--- src/rtl/adcq_pkg.sv ---
package adcq_pkg;
  localparam int CHAN_W = 5;
  localparam logic [CHAN_W-1:0] CHAN_STOP = '1;

  typedef enum logic [2:0] {
    OFF_CHAN   = 3'd0,
    OFF_AUX1   = 3'd1,
    OFF_AUX2   = 3'd2,
    OFF_QCFG   = 3'd3,
    OFF_RES_HI = 3'd4,
    OFF_RES_LO = 3'd5,
    OFF_CMP_HI = 3'd6,
    OFF_CMP_LO = 3'd7
  } reg_off_e;

  typedef enum logic [1:0] {
    ST_IDLE   = 2'd0,
    ST_LAUNCH = 2'd1,
    ST_BUSY   = 2'd2
  } ctl_state_e;
endpackage

--- src/rtl/adcq_chan_queue.sv ---
module adcq_chan_queue #(
  parameter int ENTRIES = 8,
  parameter int DATA_W  = 5,
  localparam int PTR_W  = $clog2(ENTRIES),
  localparam int CNT_W  = $clog2(ENTRIES + 1)
) (
  input  logic              clk,
  input  logic              rst,
  input  logic              push,
  input  logic              pop,
  input  logic              flush,
  input  logic [DATA_W-1:0] wr_data,
  output logic [DATA_W-1:0] head,
  output logic [CNT_W-1:0]  count,
  output logic              empty
);
  logic [DATA_W-1:0] mem [ENTRIES];
  logic [PTR_W-1:0]  wr_ptr, rd_ptr;
  logic              full, push_ok, pop_ok;

  assign full    = (count == CNT_W'(ENTRIES));
  assign empty   = (count == '0);
  assign push_ok = push && !full;
  assign pop_ok  = pop && !empty;
  assign head    = mem[rd_ptr];

  always_ff @(posedge clk) begin
    if (push_ok) mem[wr_ptr] <= wr_data;
  end

  always_ff @(posedge clk) begin
    if (rst || flush) begin
      wr_ptr <= '0;
      rd_ptr <= '0;
      count  <= '0;
    end else begin
      if (push_ok) wr_ptr <= wr_ptr + 1'b1;
      if (pop_ok)  rd_ptr <= rd_ptr + 1'b1;
      case ({push_ok, pop_ok})
        2'b10:   count <= count + 1'b1;
        2'b01:   count <= count - 1'b1;
        default: count <= count;
      endcase
    end
  end

  assert_no_overflow_R10: assert property (@(posedge clk) disable iff (rst)
    count <= CNT_W'(ENTRIES));
  assert_pop_nonempty_R8: assert property (@(posedge clk) disable iff (rst)
    pop |-> !empty);
endmodule

--- src/rtl/adcq_conv_ctrl.sv ---
module adcq_conv_ctrl
  import adcq_pkg::*;
#(
  parameter int RES_W   = 12,
  parameter int ENTRIES = 8,
  localparam int CNT_W  = $clog2(ENTRIES + 1)
) (
  input  logic              clk,
  input  logic              rst,
  input  logic              chan_wr,
  input  logic [CHAN_W-1:0] chan_code,
  input  logic              fifo_en,
  input  logic [2:0]        depth_code,
  input  logic [CHAN_W-1:0] q_head,
  input  logic [CNT_W-1:0]  q_count,
  input  logic              q_empty,
  output logic              q_push,
  output logic              q_pop,
  output logic              q_flush,
  input  logic              conv_done,
  input  logic [RES_W-1:0]  conv_res,
  output logic              conv_start,
  output logic [CHAN_W-1:0] conv_chan,
  output logic              res_load,
  output logic [RES_W-1:0]  res_word
);
  ctl_state_e state;
  logic       armed, is_stop, direct, reached;

  assign is_stop = chan_wr && (chan_code == CHAN_STOP);
  assign direct  = chan_wr && !fifo_en && !is_stop;
  assign q_flush = is_stop;
  assign q_push  = chan_wr && fifo_en && !is_stop;
  assign reached = int'(q_count) >= int'(depth_code) + 1;
  assign q_pop   = (state == ST_IDLE) && fifo_en && !q_empty && !is_stop && (armed || reached);

  always_ff @(posedge clk) begin
    if (rst) begin
      state      <= ST_IDLE;
      armed      <= 1'b0;
      conv_start <= 1'b0;
      conv_chan  <= CHAN_STOP;
      res_load   <= 1'b0;
      res_word   <= '0;
    end else begin
      conv_start <= 1'b0;
      res_load   <= 1'b0;
      if (is_stop) begin
        state <= ST_IDLE;
        armed <= 1'b0;
      end else if (direct) begin
        state     <= ST_LAUNCH;
        conv_chan <= chan_code;
      end else if (q_pop) begin
        state     <= ST_LAUNCH;
        conv_chan <= q_head;
        armed     <= 1'b1;
      end else if (state == ST_LAUNCH) begin
        conv_start <= 1'b1;
        state      <= ST_BUSY;
      end else if (state == ST_BUSY) begin
        if (conv_done) begin
          res_word <= conv_res;
          res_load <= 1'b1;
          state    <= ST_IDLE;
        end
      end else if (q_empty && !q_push) begin
        armed <= 1'b0;
      end
    end
  end

  assert_start_single_R3: assert property (@(posedge clk) disable iff (rst)
    conv_start |=> !conv_start);
  assert_abort_gap_R4: assert property (@(posedge clk) disable iff (rst)
    (chan_wr && !fifo_en) |=> !conv_start);
  assert_stop_no_start_R5: assert property (@(posedge clk) disable iff (rst)
    is_stop |=> !conv_start);
  assert_result_only_on_load_R6: assert property (@(posedge clk) disable iff (rst)
    !$stable(res_word) |-> res_load);
endmodule

--- src/rtl/adcq_seq.sv ---
module adcq_seq
  import adcq_pkg::*;
#(
  parameter int RES_W   = 12,
  parameter int ENTRIES = 8
) (
  input  logic             clk,
  input  logic             rst,
  input  logic             bus_we,
  input  logic             bus_re,
  input  logic [2:0]       bus_addr,
  input  logic [7:0]       bus_wdata,
  output logic [7:0]       bus_rdata,
  output logic [4:0]       conv_chan,
  output logic             conv_start,
  input  logic             conv_done,
  input  logic [RES_W-1:0] conv_res
);
  localparam int CNT_W = $clog2(ENTRIES + 1);

  reg_off_e          off;
  logic [CHAN_W-1:0] chan_field;
  logic [1:0]        chan_misc;
  logic              done_flag;
  logic [7:0]        aux1_q, aux2_q, qcfg_q, cmph_q, cmpl_q;
  logic              chan_wr, rd_lo;
  logic              q_push, q_pop, q_flush, q_empty, res_load;
  logic [CHAN_W-1:0] q_head;
  logic [CNT_W-1:0]  q_count;
  logic [RES_W-1:0]  res_word;
  logic [7:0]        res_hi, res_lo;

  assign off     = reg_off_e'(bus_addr);
  assign chan_wr = bus_we && (off == OFF_CHAN);
  assign rd_lo   = bus_re && (off == OFF_RES_LO);
  assign res_hi  = 8'(res_word >> 8);
  assign res_lo  = res_word[7:0];

  always_ff @(posedge clk) begin
    if (rst) begin
      chan_field <= CHAN_STOP;
      chan_misc  <= '0;
      aux1_q     <= 8'h08;
      aux2_q     <= '0;
      qcfg_q     <= '0;
      cmph_q     <= '0;
      cmpl_q     <= '0;
    end else if (bus_we) begin
      case (off)
        OFF_CHAN: begin
          chan_field <= bus_wdata[4:0];
          chan_misc  <= bus_wdata[6:5];
        end
        OFF_AUX1:   aux1_q <= bus_wdata;
        OFF_AUX2:   aux2_q <= bus_wdata;
        OFF_QCFG:   qcfg_q <= bus_wdata;
        OFF_CMP_HI: cmph_q <= bus_wdata;
        OFF_CMP_LO: cmpl_q <= bus_wdata;
        default: ;
      endcase
    end
  end

  always_ff @(posedge clk) begin
    if (rst)           done_flag <= 1'b0;
    else if (res_load) done_flag <= 1'b1;
    else if (rd_lo)    done_flag <= 1'b0;
  end

  always_ff @(posedge clk) begin
    if (rst) begin
      bus_rdata <= '0;
    end else if (bus_re) begin
      case (off)
        OFF_CHAN:   bus_rdata <= {done_flag, chan_misc, chan_field};
        OFF_AUX1:   bus_rdata <= aux1_q;
        OFF_AUX2:   bus_rdata <= aux2_q;
        OFF_QCFG:   bus_rdata <= qcfg_q;
        OFF_RES_HI: bus_rdata <= res_hi;
        OFF_RES_LO: bus_rdata <= res_lo;
        OFF_CMP_HI: bus_rdata <= cmph_q;
        default:    bus_rdata <= cmpl_q;
      endcase
    end
  end

  adcq_chan_queue #(.ENTRIES(ENTRIES), .DATA_W(CHAN_W)) u_queue (
    .clk     (clk),
    .rst     (rst),
    .push    (q_push),
    .pop     (q_pop),
    .flush   (q_flush),
    .wr_data (bus_wdata[4:0]),
    .head    (q_head),
    .count   (q_count),
    .empty   (q_empty)
  );

  adcq_conv_ctrl #(.RES_W(RES_W), .ENTRIES(ENTRIES)) u_ctrl (
    .clk        (clk),
    .rst        (rst),
    .chan_wr    (chan_wr),
    .chan_code  (bus_wdata[4:0]),
    .fifo_en    (qcfg_q[3]),
    .depth_code (qcfg_q[2:0]),
    .q_head     (q_head),
    .q_count    (q_count),
    .q_empty    (q_empty),
    .q_push     (q_push),
    .q_pop      (q_pop),
    .q_flush    (q_flush),
    .conv_done  (conv_done),
    .conv_res   (conv_res),
    .conv_start (conv_start),
    .conv_chan  (conv_chan),
    .res_load   (res_load),
    .res_word   (res_word)
  );

  assert_flag_from_load_R6: assert property (@(posedge clk) disable iff (rst)
    $rose(done_flag) |-> $past(res_load));
  assert_flag_clear_R7: assert property (@(posedge clk) disable iff (rst)
    (rd_lo && !res_load) |=> !done_flag);
endmodule

--- config.mk ---
export PLATFORM = sky130hd
export DESIGN_NAME = adcq_seq
export DESIGN_NICKNAME = d
export VERILOG_FILES = /design/src/rtl/adcq_pkg.sv /design/src/rtl/adcq_chan_queue.sv /design/src/rtl/adcq_conv_ctrl.sv /design/src/rtl/adcq_seq.sv
export SDC_FILE = /design/constraint.sdc
export NUM_CORES = 1
export LEC_CHECK = 0
export ABC_CLOCK_PERIOD_IN_PS = 3850
export BUFFER_PORTS_ARGS = -buffer_cell sky130_fd_sc_hd__buf_2
export CORE_UTILIZATION = 55
export CTS_BUF_LIST = sky130_fd_sc_hd__clkbuf_4
export DETAILED_ROUTE_END_ITERATION = 12
export PLACE_DENSITY = 0.85
export SYNTH_ARGS = -nofsm -noshare
export SYNTH_HDL_FRONTEND = slang
export SYNTH_HIERARCHICAL = 1
export SYNTH_SLANG_ARGS = --single-unit
--- constraint.sdc ---
create_clock -name clk -period 3.85 [get_ports clk]
set_input_delay 0.1925 -clock clk [delete_from_list [all_inputs] [get_ports clk]]
set_output_delay 0.1925 -clock clk [all_outputs]
set_load 0.01 [all_outputs]
### Word-level counts from Yosys, hierarchy flattened

Memory sizes are Yosys's and may differ from the RTL's. A register that Yosys moved wholly into a read port is not among the register bits.
Index checks and enable logic that the tools add are counted.

| storage, ports and cells | value |
|---|---|
| bits of input ports | 28 |
| bits in writable memories | 40 |
| output and inout bits | 14 |
| register bits after elaboration | 88 |
| word-level logic and storage cells | 113 |
| memories | 1 |

Memories:

| memory | depth | bits a word | read ports | clocked after memory_dff | wr ports | RTL line | text |
|---|---|---|---|---|---|---|---|
| u_queue.mem | 8 | 5 | 1 | 1 | 1 | adcq_chan_queue.sv:17 | `logic [DATA_W-1:0] mem [ENTRIES];` |

| cells by class | value |
|---|---|
| reduce and logical (&&, ||, !) cells | 46 |
| add/sub/neg operators | 5 |
| eq/ne operators | 15 |
| order comparisons | 1 |
| bitwise gates (word level) | 5 |
| mux-type cells | 21 |

Operator list:

| cell | count |
|---|---|
| $pmux W8 S7 | 1 |
| $ge A5 B32 Y1 | 1 |
| $reduce_and A2 Y1 | 9 |
| $logic_and A1 B1 Y1 | 14 |
| $eq A3 B3 Y1 const B | 4 |
| $mux W1 | 12 |
| $reduce_bool A2 Y1 | 6 |
| $mux W5 | 2 |
| $pmux W4 S2 | 1 |
| $reduce_bool A4 Y1 | 2 |
| $add A3 B1 Y3 const B | 2 |
| $eq A3 B2 Y1 const B | 2 |
| $mux W2 | 3 |
| $mux W3 | 2 |
| $reduce_and A6 Y1 | 1 |
| $reduce_or A6 Y1 | 1 |
| $eq A5 B5 Y1 const B | 1 |
| $logic_not A1 Y1 | 5 |
| $not A1 Y1 | 5 |
| $add A3 B1 Y4 const B | 1 |
| $add A4 B1 Y4 const B | 1 |
| $eq A2 B1 Y1 const B | 2 |
| $eq A2 B2 Y1 const B | 2 |
| $eq A4 B4 Y1 const B | 1 |
| 10 further kinds | 12 |

### Logic depth before layout (Yosys ltp)

| logic depth | value |
|---|---|
| depth in word-level cells | 11 |
| depth in mapped cells | 15 |
| gate-level depth less buffers | 15 |

### By module

The synthesis kept the hierarchy.

Modules (own cells, without submodules):

| module | area each (µm²) | times used | seq. area each (µm²) | cells each |
|---|---|---|---|---|
| adcq_seq | 2529.9 | 1 | 1121.1 | 313 |
| adcq_chan_queue | 2153.3 | 1 | 1461.4 | 129 |
| adcq_conv_ctrl | 1169.9 | 1 | 440.4 | 129 |

### Worst setup path before layout

Ideal clock, no wire load.

| timing path | value |
|---|---|
| path type | input to register |
| start point | input bus_addr[2] |
| end point | register u_queue.count[2] |
| buffers on the path | 1 |
| cell stages on the path | 14 |
| data arrival time | 2.921 ns |
| library setup time | 0.070 ns |
| data required time | 3.780 ns |
| path slack | 0.860 ns |
| cells stage by stage | buf_2 nor3_4 nand2_1 nor2_1 nand3b_1 inv_1 o41a_1 ha_1 xor2_1 ha_1 a21oi_1 xor2_1 or3_1 a21oi_1 |

| between the ends | value |
|---|---|
| cells in the longest elaborated chain, start to end | 9 |
| elaborated cells on any way between the ends | 15 |
| those cells by class | eq/ne (2); mux (1); reduce/logical (12) |

RTL lines:

| element | RTL line | text |
|---|---|---|
| start: declaration | adcq_seq.sv:11 | `input logic [2:0] bus_addr,` |
| $logic_not A3 Y1 * | adcq_seq.sv:34 | `assign chan_wr = bus_we && (off == OFF_CHAN);` |
| $logic_and A1 B1 Y1 * | adcq_seq.sv:34 |  |
| net chan_wr | adcq_seq.sv:26 | `logic chan_wr, rd_lo;` |
| $logic_and A1 B1 Y1 * | adcq_conv_ctrl.sv:30 | `assign is_stop = chan_wr && (chan_code == CHAN_STOP);` |
| net q_flush | adcq_seq.sv:27 | `logic q_push, q_pop, q_flush, q_empty, res_load;` |
| $logic_not A1 Y1 * | adcq_conv_ctrl.sv:35 | `assign q_pop = (state == ST_IDLE) && fifo_en && !q_empty && !is_stop && (armed \|\| reached);` |
| $logic_and A1 B1 Y1 * (2 in series) | adcq_conv_ctrl.sv:35 |  |
| net q_pop | adcq_seq.sv:27 |  |
| $logic_and A1 B1 Y1 * | adcq_chan_queue.sv:24 | `assign pop_ok = pop && !empty;` |
| net u_queue.pop_ok | adcq_chan_queue.sv:19 | `logic full, push_ok, pop_ok;` |
| $eq A2 B1 Y1 / $eq A2 B2 Y1 (equally long branches) | adcq_chan_queue.sv:39 | `case ({push_ok, pop_ok})` |
| $pmux W4 S2 / $reduce_bool A2 Y1 (equally long branches) | -- |  |
| end signal: assignment | adcq_chan_queue.sv:40 | `2'b10: count <= count + 1'b1;` |
| end signal: assignment | adcq_chan_queue.sv:41 | `2'b01: count <= count - 1'b1;` |
| end signal: assignment | adcq_chan_queue.sv:42 | `default: count <= count;` |
| end: declaration | adcq_chan_queue.sv:14 | `output logic [CNT_W-1:0] count,` |

Mark *: on every way through the listed nets, which the timed path passes. The rest lies on a longest branch.
A chain may end at the register's enable or synchronous reset.

### Worst setup path after layout

| timing path | value |
|---|---|
| start point | register qcfg_q[0] |
| end point | register u_queue.count[2] |

| between the ends | value |
|---|---|
| cells in the longest elaborated chain, start to end | 7 |
| elaborated cells on any way between the ends | 9 |
| those cells by class | add/sub (1); order compare (1); eq/ne (2); mux (1); reduce/logical (4) |

RTL lines:

| element | RTL line | text |
|---|---|---|
| start: declaration | adcq_seq.sv:25 | `logic [7:0] aux1_q, aux2_q, qcfg_q, cmph_q, cmpl_q;` |
| start signal: assignment | adcq_seq.sv:56 | `OFF_QCFG: qcfg_q <= bus_wdata;` |
| $add A3 B1 Y4 * | adcq_conv_ctrl.sv:34 | `assign reached = int'(q_count) >= int'(depth_code) + 1;` |
| $ge A5 B32 Y1 * | adcq_conv_ctrl.sv:34 |  |
| $logic_or A1 B1 Y1 * | adcq_conv_ctrl.sv:35 |  |
| $logic_and A1 B1 Y1 * | adcq_conv_ctrl.sv:35 |  |
| net q_pop | adcq_seq.sv:27 |  |
| $logic_and A1 B1 Y1 * | adcq_chan_queue.sv:24 |  |
| net u_queue.pop_ok | adcq_chan_queue.sv:19 |  |
| $eq A2 B1 Y1 / $eq A2 B2 Y1 (equally long branches) | adcq_chan_queue.sv:39 |  |
| $pmux W4 S2 / $reduce_bool A2 Y1 (equally long branches) | -- |  |

Marks and branches as above.

==> impl_metrics.json <==
{
  "rr_worst_depth": 15,
  "layout.cells.non_filler": 775,
  "routed_wl_um": 13700,
  "num_rows": 37,
  "cp_common_cell": "ha_1",
  "yosysMostFrequentCell": "nand2_1",
  "cts.clk_slew.worst_paths_ps": 110,
  "worstPathCellList": "ha_1 > xnor2_1 > ha_1 > o211ai_1 > o21ai_0 > nand3b_1 > inv_1 > o41a_1 > ha_1 > xor2_1 > ha_1 > a21oi_1 > xor2_1 > or3_1 > a21oi_1",
  "dp.cells": 728,
  "cp.required_ps": 4310,
  "dieArea_um2": 11100,
  "synth_cell_types": 67,
  "synthCells": 571,
  "syn-num-nets": 612,
  "grtUsageTotal": 0.263,
  "n_antenna_cell": 0,
  "ys_warn_count": 6,
  "cap_viol_max_count": 0,
  "vdd_drop_max_mv": 0.290,
  "seq_area_frac_synth": 0.516,
  "clockBufferDepth": 2,
  "cp.arrival_ps": 3730,
  "numCtsBuffers": 17,
  "finClkSkew_ps": 16.9,
  "end_kind": "flip-flop",
  "critical_path_class": "reg -> reg",
  "tightest_slew_ps": 785,
  "firstDrtPassIters": 5,
  "cts_tree": "yes",
  "coreArea_um2": 10300,
  "syn_to_final_growth_pct": 12.5,
  "hp-class": "in -> reg",
  "fp.dieH_um": 105,
  "grt_max_degree": 56,
  "setup_tns_ps": 0,
  "post_cts_buffers": 0,
  "cp-start-kind": "flip-flop",
  "worstSkewPairLatency_ps": 520,
  "wl_per_cell_um": 17.6,
  "yosys.area.top_type": "dfxtp_1",
  "post-dp-hpwl_um": 9290,
  "synth_seq_cells": 131,
  "rsz0062_at_grt": "false",
  "io_pins": 42,
  "drc": 0,
  "antenna_found_initial": 0,
  "postSynthAreaPerCell_um2": 10.3,
  "ys_top_cells_by_count": "119 x nand2_1, 91 x dfxtp_1, 47 x nor2_1",
  "async_flop_share": 0,
  "antenna_left": 0,
  "synth_edf_count": 40,
  "vias": 4615,
  "grt.overflow.total": 0,
  "cts_sinks": 131,
  "grt_pass1_wl_um": 22300,
  "p_per_area_nw_per_um2": 392,
  "crit_path_max_incr_delay_ps": 360,
  "fin_crit_sh": 0.850,
  "path_max_fanout": 5,
  "grt_pass1_vias": 4670,
  "routed_via_density": 5.95,
  "worstHoldPathCells": 3,
  "hold_viol_final": 0,
  "status": "completed",
  "relSlewSlack": 0.473,
  "gp_congestion": 0.897,
  "fp.dieW_um": 105,
  "first_iter_violations": 380,
  "portBuffers": 41,
  "slowest_stage": "dfxtp_1",
  "nNetsFinal": 667,
  "p_leak_nw": 2.34,
  "finalCriticalPeriod_ps": 3270,
  "synth_ff_type": "dfxtp_1",
  "synth_area_leaders": "dfxtp_1 31%, edfxtp_1 21%, nand2_1 7.6%",
  "post_route_cells_drive_above_1_share": 0.171,
  "finalMaxSlewViolations": 0,
  "ctsRootBufferMaster": "clkbuf_4",
  "finalSetupViolCount": 0,
  "netlist_area_um2": 5850,
  "yosysTopAreaCellShare": 0.311,
  "start_util": 0.567,
  "fmax_mhz": 306,
  "cts_htree_levels": 4
}
-- state kept, by name, indices dropped and copies added (netlist names), named ones only --
register           flops
aux1_q                 8
aux2_q                 8
bus_rdata              8
chan_field             5
chan_misc              2
cmph_q                 8
cmpl_q                 8
done_flag              1
qcfg_q                 8
u_ctrl/armed           1
u_ctrl/conv_chan       5
u_ctrl/conv_start      1
u_ctrl/res_load        1
u_ctrl/res_word       12
u_ctrl/state           2
u_queue/count          4
u_queue/mem           40
u_queue/rd_ptr         3
u_queue/wr_ptr         3
-- metrics by stage --
step           hold slack [ps]  area (um2)  worst slack, ps  utilization  total power (W)
2_1_floorplan              291        5850              860            -          0.00157
3_3_place_gp               432        6140              830        0.595          0.00163
3_5_place_dp               442        6140              614        0.595          0.00163
4_1_cts                   1.15        6590              604        0.638          0.00260
5_1_grt                   22.4        6590              263        0.638          0.00268
6_report                  49.5        6590              578        0.638          0.00258
-- path summary, 6_finish.rpt --
path	start	endpoint	slack, ps
hold reg to reg	bus_rdata[1]	bus_rdata[1]	460
hold / removal	bus_re	bus_rdata[7]	50
setup / recovery	qcfg_q[0]	u_queue/count[2]	580
setup reg to reg	qcfg_q[0]	u_queue/count[2]	580
-- worst max-delay path: cells and delay by family (launching register included) --
kind,cells,cell delay (ps)
fa+ha+maj,4,1000
compound gates,5,820
buf+inv,1,80
simple gates,2,480
xor+xnor,3,470
flops,1,360
-- area by class of cell --
class | count | area (um2)
timing repair buffer | 61 | 393
sequential | 131 | 3020
inverter | 13 | 48.8
multi-input combinational | 402 | 2660
fill | 786 | 3740
tap | 136 | 170
clock buffer | 18 | 135
clock inverter | 14 | 161
-- logic make-up (layout without fill, tap and decap cells) --
logic type      after synthesis  count (layout)  synth area share
xor+xnor                      8               8            0.0120
compound gates              101             101             0.119
flops                       131             131             0.516
buf+inv                      38             106            0.0299
fa+ha+maj                    13              13            0.0278
mux                          55              55             0.119
simple gates                225             225             0.176
-- per-layer routing --
layer  vias to the layer above  share of wire  global-route usage
met5                         -              0                   0
met4                         0          0.038               0.129
met3                        49          0.066              0.0480
met2                       209           0.51               0.466
met1                      2199           0.39               0.306
li1                       2158              -                   -
-- report_power, final --
group | switching, W | total (W) | internal (W)
Sequential | 0.00000944 | 0.00144 | 0.00144
Combinational | 0.000112 | 0.000174 | 0.0000614
Clock | 0.000508 | 0.000961 | 0.000453
Total | 0.000629 | 0.00258 | 0.00195
-- repair_timing --
| action | in CTS | in global routing |
|---|---|---|
| endpoints found under the hold margin | 27 | 0 |
| endpoints found under the setup margin | 0 | 0 |
| gates resized for setup | 0 | 0 |
| hold buffers | 15 | 0 |
-- cell usage in the layout, fill, tap and decap left out, types with 4 or more instances in the layout --
| master | instances |
|---|---|
| edfxtp_1 | 40 |
| or2_2 | 4 |
| a221o_1 | 4 |
| mux2_2 | 6 |
| o21ai_0 | 15 |
| dlygate4sd3_1 | 15 |
| a22oi_1 | 6 |
| buf_2 | 41 |
| nor3_1 | 6 |
| nand2b_1 | 9 |
| dfxtp_1 | 91 |
| nand2_1 | 119 |
| xor2_1 | 5 |
| nand3_1 | 10 |
| inv_1 | 12 |
| o211ai_1 | 6 |
| nor2b_1 | 4 |
| mux2i_1 | 38 |
| a21oi_1 | 36 |
| ha_1 | 13 |
| buf_4 | 5 |
| clkinvlp_4 | 4 |
| nor2_1 | 47 |
| clkbuf_4 | 18 |
| mux4_2 | 11 |
(Power assumes the default switching activity.)
